**src/rtl/tw_pkg.sv**
```systemverilog
package tw_pkg;
    typedef enum logic [2:0] {
        S_IDLE,
        S_HDR,
        S_DATA,
        S_ARMED,
        S_READ,
        S_HOLD,
        S_PROG
    } tw_state_e;

    localparam logic [1:0] OP_EXT   = 2'b00;
    localparam logic [1:0] OP_WRITE = 2'b01;
    localparam logic [1:0] OP_READ  = 2'b10;
    localparam logic [1:0] OP_ERASE = 2'b11;

    localparam logic [1:0] PRE_DIS  = 2'b00;
    localparam logic [1:0] PRE_ALL  = 2'b01;
    localparam logic [1:0] PRE_ERAL = 2'b10;
    localparam logic [1:0] PRE_EN   = 2'b11;
endpackage

```
**src/rtl/tw_edge.sv**
```systemverilog
module tw_edge (
    input  logic clk,
    input  logic rst_n,
    input  logic sk,
    input  logic cs,
    output logic sk_rise,
    output logic cs_fall
);
    logic sk_q, cs_q;

    always_ff @(posedge clk) begin
        if (!rst_n) begin
            sk_q <= 1'b0;
            cs_q <= 1'b0;
        end else begin
            sk_q <= sk;
            cs_q <= cs;
        end
    end

    assign sk_rise = sk & ~sk_q;
    assign cs_fall = ~cs & cs_q;
endmodule

```
**src/rtl/tw_array.sv**
```systemverilog
module tw_array #(
    parameter int ADDR_W = 6,
    parameter int DATA_W = 16
) (
    input  logic              clk,
    input  logic              rst_n,
    input  logic              we_one,
    input  logic              we_all,
    input  logic [ADDR_W-1:0] waddr,
    input  logic [DATA_W-1:0] wdata,
    input  logic [ADDR_W-1:0] raddr,
    output logic [DATA_W-1:0] rdata
);
    localparam int WORDS = 1 << ADDR_W;

    logic [DATA_W-1:0] mem [WORDS];

    for (genvar g = 0; g < WORDS; g++) begin : g_word
        always_ff @(posedge clk) begin
            if (!rst_n)
                mem[g] <= '0;
            else if (we_all || (we_one && waddr == ADDR_W'(g)))
                mem[g] <= wdata;
        end
    end

    assign rdata = mem[raddr];
endmodule

```
**src/rtl/tw_timer.sv**
```systemverilog
module tw_timer #(
    parameter int CYCLES = 2000
) (
    input  logic clk,
    input  logic rst_n,
    input  logic start,
    output logic busy
);
    localparam int W = $clog2(CYCLES + 1);

    logic [W-1:0] cnt;

    always_ff @(posedge clk) begin
        if (!rst_n)
            cnt <= '0;
        else if (start)
            cnt <= W'(CYCLES);
        else if (cnt != '0)
            cnt <= cnt - 1'b1;
    end

    assign busy = (cnt != '0);
endmodule

```
**src/rtl/tw_eeprom.sv**
```systemverilog
module tw_eeprom
    import tw_pkg::*;
#(
    parameter int ADDR_W      = 6,
    parameter int DATA_W      = 16,
    parameter int PROG_CYCLES = 2000
) (
    input  logic clk,
    input  logic rst_n,
    input  logic cs,
    input  logic sk,
    input  logic di,
    output logic do_val,
    output logic do_en
);
    localparam int HDR_W = 2 + ADDR_W;
    localparam int CNT_W = $clog2(DATA_W + 1);

    logic sk_rise, cs_fall;
    tw_state_e st, st_nx;

    logic [HDR_W-2:0]  hdr;
    logic [HDR_W-1:0]  hdr_full;
    logic [1:0]        op_n, pre_n;
    logic [CNT_W-1:0]  cnt;
    logic [ADDR_W-1:0] addr_q;
    logic [DATA_W-1:0] dreg, rsh, rdata, wdata;
    logic cmd_all, cmd_erase, wen, stat, rd_bit, busy;
    logic we_one, we_all, mem_we;
    logic frame_start, hdr_last, data_last, read_last;

    tw_edge u_edge (
        .clk    (clk),
        .rst_n  (rst_n),
        .sk     (sk),
        .cs     (cs),
        .sk_rise(sk_rise),
        .cs_fall(cs_fall)
    );

    assign hdr_full    = {hdr, di};
    assign op_n        = hdr_full[HDR_W-1 -: 2];
    assign pre_n       = hdr_full[ADDR_W-1 -: 2];
    assign frame_start = cs && sk_rise && di;
    assign hdr_last    = sk_rise && (cnt == CNT_W'(HDR_W - 1));
    assign data_last   = sk_rise && (cnt == CNT_W'(DATA_W - 1));
    assign read_last   = sk_rise && (cnt == CNT_W'(DATA_W));

    assign we_one = (st == S_ARMED) && cs_fall && !cmd_all;
    assign we_all = (st == S_ARMED) && cs_fall && cmd_all;
    assign mem_we = we_one | we_all;
    assign wdata  = cmd_erase ? '1 : dreg;

    tw_array #(.ADDR_W(ADDR_W), .DATA_W(DATA_W)) u_array (
        .clk   (clk),
        .rst_n (rst_n),
        .we_one(we_one),
        .we_all(we_all),
        .waddr (addr_q),
        .wdata (wdata),
        .raddr (hdr_full[ADDR_W-1:0]),
        .rdata (rdata)
    );

    tw_timer #(.CYCLES(PROG_CYCLES)) u_timer (
        .clk  (clk),
        .rst_n(rst_n),
        .start(mem_we),
        .busy (busy)
    );

    // state register
    always_ff @(posedge clk) begin
        if (!rst_n) st <= S_IDLE;
        else        st <= st_nx;
    end

    // next state
    always_comb begin
        st_nx = st;
        unique case (st)
            S_IDLE:  if (frame_start) st_nx = S_HDR;
            S_HDR: begin
                if (!cs) st_nx = S_IDLE;
                else if (hdr_last) begin
                    if (op_n == OP_READ)
                        st_nx = S_READ;
                    else if (op_n == OP_EXT && (pre_n == PRE_EN || pre_n == PRE_DIS))
                        st_nx = S_HOLD;
                    else if (!wen)
                        st_nx = S_HOLD;
                    else if (op_n == OP_WRITE || (op_n == OP_EXT && pre_n == PRE_ALL))
                        st_nx = S_DATA;
                    else
                        st_nx = S_ARMED;
                end
            end
            S_DATA: begin
                if (!cs) st_nx = S_IDLE;
                else if (data_last) st_nx = S_ARMED;
            end
            S_ARMED: if (cs_fall) st_nx = S_PROG;
            S_READ: begin
                if (!cs) st_nx = S_IDLE;
                else if (read_last) st_nx = S_HOLD;
            end
            S_HOLD:  if (!cs) st_nx = S_IDLE;
            S_PROG:  if (!busy) st_nx = S_IDLE;
            default: st_nx = S_IDLE;
        endcase
    end

    // frame datapath
    always_ff @(posedge clk) begin
        if (!rst_n) begin
            cnt       <= '0;
            hdr       <= '0;
            dreg      <= '0;
            rsh       <= '0;
            addr_q    <= '0;
            cmd_all   <= 1'b0;
            cmd_erase <= 1'b0;
            wen       <= 1'b0;
            stat      <= 1'b0;
            rd_bit    <= 1'b0;
        end else begin
            unique case (st)
                S_IDLE: if (frame_start) begin
                    cnt  <= '0;
                    stat <= 1'b0;
                end
                S_HDR: if (sk_rise) begin
                    hdr <= hdr_full[HDR_W-2:0];
                    cnt <= cnt + 1'b1;
                    if (hdr_last) begin
                        cnt       <= '0;
                        addr_q    <= hdr_full[ADDR_W-1:0];
                        cmd_all   <= (op_n == OP_EXT);
                        cmd_erase <= (op_n == OP_ERASE) || (op_n == OP_EXT && pre_n == PRE_ERAL);
                        if (op_n == OP_EXT && pre_n == PRE_EN)  wen <= 1'b1;
                        if (op_n == OP_EXT && pre_n == PRE_DIS) wen <= 1'b0;
                        rsh    <= rdata;
                        rd_bit <= 1'b0;
                    end
                end
                S_DATA: if (sk_rise) begin
                    dreg <= {dreg[DATA_W-2:0], di};
                    cnt  <= cnt + 1'b1;
                end
                S_ARMED: if (cs_fall) stat <= 1'b1;
                S_READ: if (sk_rise) begin
                    rd_bit <= rsh[DATA_W-1];
                    rsh    <= {rsh[DATA_W-2:0], 1'b0};
                    cnt    <= cnt + 1'b1;
                end
                default: ;
            endcase
        end
    end

    // outputs
    always_ff @(posedge clk) begin
        if (!rst_n) begin
            do_en  <= 1'b0;
            do_val <= 1'b1;
        end else begin
            do_en  <= cs && (st == S_READ || st == S_PROG || (st == S_IDLE && stat));
            do_val <= (st == S_READ) ? rd_bit : (st != S_PROG);
        end
    end
endmodule

```
**config.mk**
```make
export PLATFORM = sky130hd
export DESIGN_NAME = tw_eeprom
export DESIGN_NICKNAME = d
export VERILOG_FILES = /design/src/rtl/tw_pkg.sv /design/src/rtl/tw_edge.sv /design/src/rtl/tw_array.sv /design/src/rtl/tw_timer.sv /design/src/rtl/tw_eeprom.sv
export SDC_FILE = /design/constraint.sdc
export NUM_CORES = 2
export LEC_CHECK = 0
export BUFFER_PORTS_ARGS = -buffer_cell sky130_fd_sc_hd__buf_2
export CELL_PAD_IN_SITES_DETAIL_PLACEMENT = 1
export CELL_PAD_IN_SITES_GLOBAL_PLACEMENT = 2
export CORE_MARGIN = 5
export CORE_UTILIZATION = 30
export CTS_CLUSTER_DIAMETER = 40
export CTS_CLUSTER_SIZE = 16
export DETAILED_ROUTE_END_ITERATION = 12
export GPL_TIMING_DRIVEN = 0
export PLACE_DENSITY_LB_ADDON = 0.1
export SYNTH_ARGS = -nofsm -noshare
export SYNTH_HDL_FRONTEND = slang
export SYNTH_HIERARCHICAL = 1
export SYNTH_SLANG_ARGS = --single-unit
export TNS_END_PERCENT = 20
```
**constraint.sdc**
```tcl
create_clock -name clk -period 4 [get_ports clk]
set_clock_uncertainty 0.2 [all_clocks]
set_input_delay 0.2 -clock clk [delete_from_list [all_inputs] [get_ports clk]]
set_output_delay 0.2 -clock clk [all_outputs]
set_load 0.1 [all_outputs]
```
# [After elaboration in Yosys (flattened, before gate mapping)]
# Memory sizes are Yosys's and may differ from the RTL's.
# Cells that the tools add are included.
[word_totals] register_bits=73 latchBits=0 ram_bits=1024 mem_bits_ro=0 inputBits=5 output_inout_bits=2 elab_cells=643 memories=1
[op_classes] add_sub_neg=2 n_mul=0 n_div=0 order_cmp=0 eq_ne=90 n_shift=0 muxes=294 bitwise_logic=70 reduce_logical=169
[mem_list] memory="u_array.mem" depth=64 width=16 rd=1 rd_ports_with_merged_regs=0 write_ports=64 line_no="tw_array.sv:16" rtl="logic [DATA_W-1:0] mem [WORDS];"
[ops] cell="two-way mux 16 bit" count=68
[ops] cell="two-way mux 1 bit" count=202
[ops] cell="== test 6 bit, second input constant" count=32
[ops] cell="== test 6 x 5 -> 1 bit, second input constant" count=16
[ops] cell="logical AND 1 bit" count=79
[ops] cell="logical OR 1 bit" count=69
[ops] cell="OR 1 bit" count=65
[ops] cell="== test 6 x 4 -> 1 bit, second input constant" count=8
[ops] cell="two-way mux 3 bit" count=13
[ops] cell="case mux 16 bit (2 select lines)" count=1
[ops] cell="== test 6 x 3 -> 1 bit, second input constant" count=4
[ops] cell="two-way mux 11 bit" count=2
[ops] cell="case mux 3 bit (7 select lines)" count=1
[ops] cell="two-way mux 5 bit" count=4
[ops] cell="case mux 5 bit (3 select lines)" count=1
[ops] cell="!= test 2 bit, second input constant" count=7
[ops] cell="== test 6 x 2 -> 1 bit, second input constant" count=2
[ops] cell="!= test 3 bit, second input constant" count=4
[ops] cell="AND reduction 4 bit" count=3
[ops] cell="nonzero test 11 bit" count=1
[ops] cell="subtractor 11 x 1 -> 11 bit, second input constant" count=1
[ops] cell="== test 3 bit, second input constant" count=3
[ops] cell="== test 2 bit, second input constant" count=4
[ops] cell="nonzero test 2 bit" count=4
[ops] cell="21 further kinds" count=31

# [Logic depth before layout (Yosys ltp)]
[logic_depth] ltp_word=10 ltp_mapped=12 depth_no_buf=8

# [By module]
# Netlist, hierarchy kept.
[modules_own_cells] module="tw_array" n_inst=1 cells_per_inst=3123 area_per_inst_um2=47571.9
[modules_own_cells] module="tw_eeprom" n_inst=1 cells_per_inst=332 area_per_inst_um2=2954.1
[modules_own_cells] module="tw_timer" n_inst=1 cells_per_inst=73 area_per_inst_um2=655.6
[modules_own_cells] module="tw_edge" n_inst=1 cells_per_inst=6 area_per_inst_um2=68.8

# [Worst setup path before layout]
# Ideal clock, no wire load.
[synth_timing] kind="reg2reg" start="register st[0]" end="memory u_array.mem[15][0] (enable)" t_arrival_ps=3036 t_required_ps=3389 setup_slack_ps=353 path_stages_with_launch=9 n_path_buf=4 path_cell_list="dfxtp_1 buf_2 buf_2 and3_1 nor2b_1 or3b_1 clkbuf_1 clkbuf_1 o21ai_0"
[synth_lines] element="from (decl)" line_no="tw_eeprom.sv:20" rtl="tw_state_e st, st_nx;"
[synth_lines] element="from (signal assigned)" line_no="tw_eeprom.sv:75" rtl="else st <= st_nx;"
[synth_lines] element="to (decl)" line_no="tw_array.sv:16"

==> results.toml <==
[status]
status = "complete, but fails checks"
violations = "setup timing"

[worst_setup_path]
crit_type = "flip-flop to flip-flop"
reg2reg_depth = 9
timing.reg2reg.setup_slack_ns = -0.06
cp_max_fo = 10
path_cells = "buf_2, buf_2, and3_2, nor2b_2, or3b_1, clkbuf_1, clkbuf_1, o21ai_2, buf_8"
worstPathRequired_ns = 4.33
cp-end-kind = "flip-flop"
rr_endpoint = "u_array/mem[2][14]"
crit_path_top_delay_cell = "o21ai_2"
cp_slowest_stage_delay_ns = 0.74
critPathLaunchType = "flip-flop"
cp_data_arrival_time_ns = 4.40
r2r-start = "st[0]"

[sta]
fmax_ghz = 0.246
whs_ns = 0.0744
setup-violations-final = 28
fin_crit_ns = 4.06
rsz0062_at_grt = "true"
period_share_pct = 102
tns_ns = -0.867
hold_viol = 0
worst_pin_slew_ns = 1.37
relSlewSlack_pct = 8.42
slew_violations = 0
setup_ws_ns = -0.0614

[clock_tree]
clkTransAtPathRegs_ns = 0.05
root_buffer = "clkbuf_16"
htreeDepth = 4
cts.sinks = 1097
numCtsBuffers = 219
cts_max_path_buffers = 3
clk_latency_ns = 0.86
cts_tree = "done"

[global_route]
grt.overflow.total = 0
grt_pass1_wl_um = 276000
grt_pass1_vias = 32900
grt_max_degree = 19
antenna_found_initial = 23
grt_usage_pct = 22.1

[die]
start_util_pct = 30.2
die_height_um = 423
core_area_mm2 = 0.170
io_pins = 7
chipWidth_um = 423
row_count = 151
die_area_mm2 = 0.179

[synthesis]
syn_nets = 3548
synth_cell_type_count = 81
yosysWarnings = 6
avgSynthCellArea_um2 = 14.5
synth_top_area_cell = "edfxtp_1"
ys_seq_area_share_pct = 62.9
synth_edf_count = 1024
synthFlopType = "edfxtp_1"
ys_ff_latch = 1097
synth.area.top_cells = "edfxtp_1 60%, and2_1 13%, mux4_2 10%"
syn_inst = 3534
synthesis.area_mm2 = 0.0513
async_reset_ff_share_pct = 0
synth_top_area_share_pct = 60.0

[placed_design]
dp_hpwl_um = 143000
placed_area_mm2 = 0.0554
place.gp.congestion = 0.911
numPlacedInstances = 5818
io_buffers = 6
pre_cts_slack_ns = -0.973

[route]
drtPass1Iterations = 7
routed_wl_um = 200000
vias_per_cell = 5.12
ant_nets = 0
drcViolationCount = 0
routedWlPerCell_um = 32.0
drtIter0Drc = 3045
vias = 32000

[final_layout]
fin_util_pct = 37.4
drive_gt1_share_pct = 24.7
final_cell_mix = "1030 x and2_1, 1024 x edfxtp_1, 227 x mux4_2"
fillers = 17200
nNetsFinal = 3847
multi_input_area_mm2 = 0.0180
finalNonFillerCells = 6251
seqCellArea_mm2 = 0.0322
final_common_cell = "and2_1"
area_growth_pct = 23.9
design_area_mm2 = 0.0635

[worst_hold_path]
min_to = "dreg[0]"
whs_path_depth = 4
min_from = "di"
hp-class = "input pin to flip-flop"

[power]
power.internal_mw = 25.9
cellPowerDensity_mw_per_mm2 = 543
p_sw_share_pct = 24.8
power.net_switching_mw = 8.55
seqPwrFrac_pct = 38.9
vdd_drop_max_mv = 0.346
power_mw = 34.5
pwr-share-clk_pct = 52.9
leakage_nw = 21.6
combPwrFrac_pct = 8.2

[run]
cap_violations = 0
[synthesized netlist by cell type (13+ instances only)]
cell type and instances:
and2_1 1030, edfxtp_1 1024, mux4_2 227, clkbuf_1 226
nor2_1 118, mux2i_1 98, o21ai_0 79, dfxtp_1 73
nand2_1 73, o21a_1 66, mux2_2 47, a22oi_1 43
o22ai_1 33, buf_2 29, nor2b_1 28, a21oi_1 26
buf_1 23, buf_4 23, nand3_1 23, buf_6 21
or2_2 20, and3_1 15, a211oi_2 14, inv_1 14
a211oi_1 13
[power groups by stage]
stage                     Combinational (mW)  Clock (mW)  Sequential, mW
final                                   2.81        18.3            13.4
after global routing                    2.98        19.3            13.5
after CTS                               2.82        18.6            13.4
after detailed placement                2.77           0            13.6
after global placement                  2.62           0            13.7
after floorplan                         1.67           0            13.5
[worst max-delay path by stage]
stage,startpoint,end,slack [ns],cells past startpoint
final,st[0],u_array/mem[2][14],-0.06,9
after global routing,st[0],u_array/mem[2][12],-0.18,9
after CTS,st[0],u_array/mem[19][4],-0.10,9
after detailed placement,hdr[0],rsh[9],-0.97,11
after global placement,st[0],u_array/mem[15][12],-2.81,8
after floorplan,st[0],u_array/mem[15][0],0.35,8
[registers in the layout, indices dropped and copies added (netlist names)]
signal	cells
dreg	16
u_edge/cs_q	1
cmd_erase	1
u_array/mem	1024
hdr	7
addr_q	6
u_edge/sk_q	1
st	3
do_en	1
rsh	16
cnt	5
cmd_all	1
wen	1
rd_bit	1
stat	1
u_timer/cnt	11
do_val	1
[per-layer routing]
layer	GRT usage (%)	wire (um)
met4	5.95	4920
met3	3.75	11300
met2	34.5	90800
met1	32.0	93100
met5	0	0
[kinds of logic (layout without fill, tap and decap cells)]
logic type,Yosys count,count (layout),share of synthesized area [%]
xor+xnor,3,3,0.0513
fa+ha+maj,10,10,0.239
compound gates,349,349,4.84
other cells,0,8,0
simple gates,1356,1356,15.7
buf+inv,344,835,3.25
flops,1097,1097,62.9
mux,375,375,13.1
[final cells by class]
cell class	count	share of cell area (%)
flip-flops and latches	1097	50.7
plain buffers	329	2.69
diodes	8	0.0315
well taps	2218	4.37
repair buffers	78	2.02
multi-input cells	2093	28.3
clock inverters	160	2.89
clock buffers	253	8.88
inverters	15	0.0887
[critical path, delay by kind of cell (launching register included)]
family | cells | cell delay, ns
compound gates | 1 | 0.74
flops | 1 | 0.38
simple gates | 3 | 1.12
buf+inv | 5 | 1.32
[timing repair]
action / 4_1_cts / 5_1_grt
endpoints found under the hold margin: 24 / 0
gates resized for setup: 80 / 67
hold buffers: 6 / 0
setup endpoints to repair: 1325 / 550
pin swaps: 1 / 5
setup buffers: 1 / 5
(Power assumes the default switching activity.)
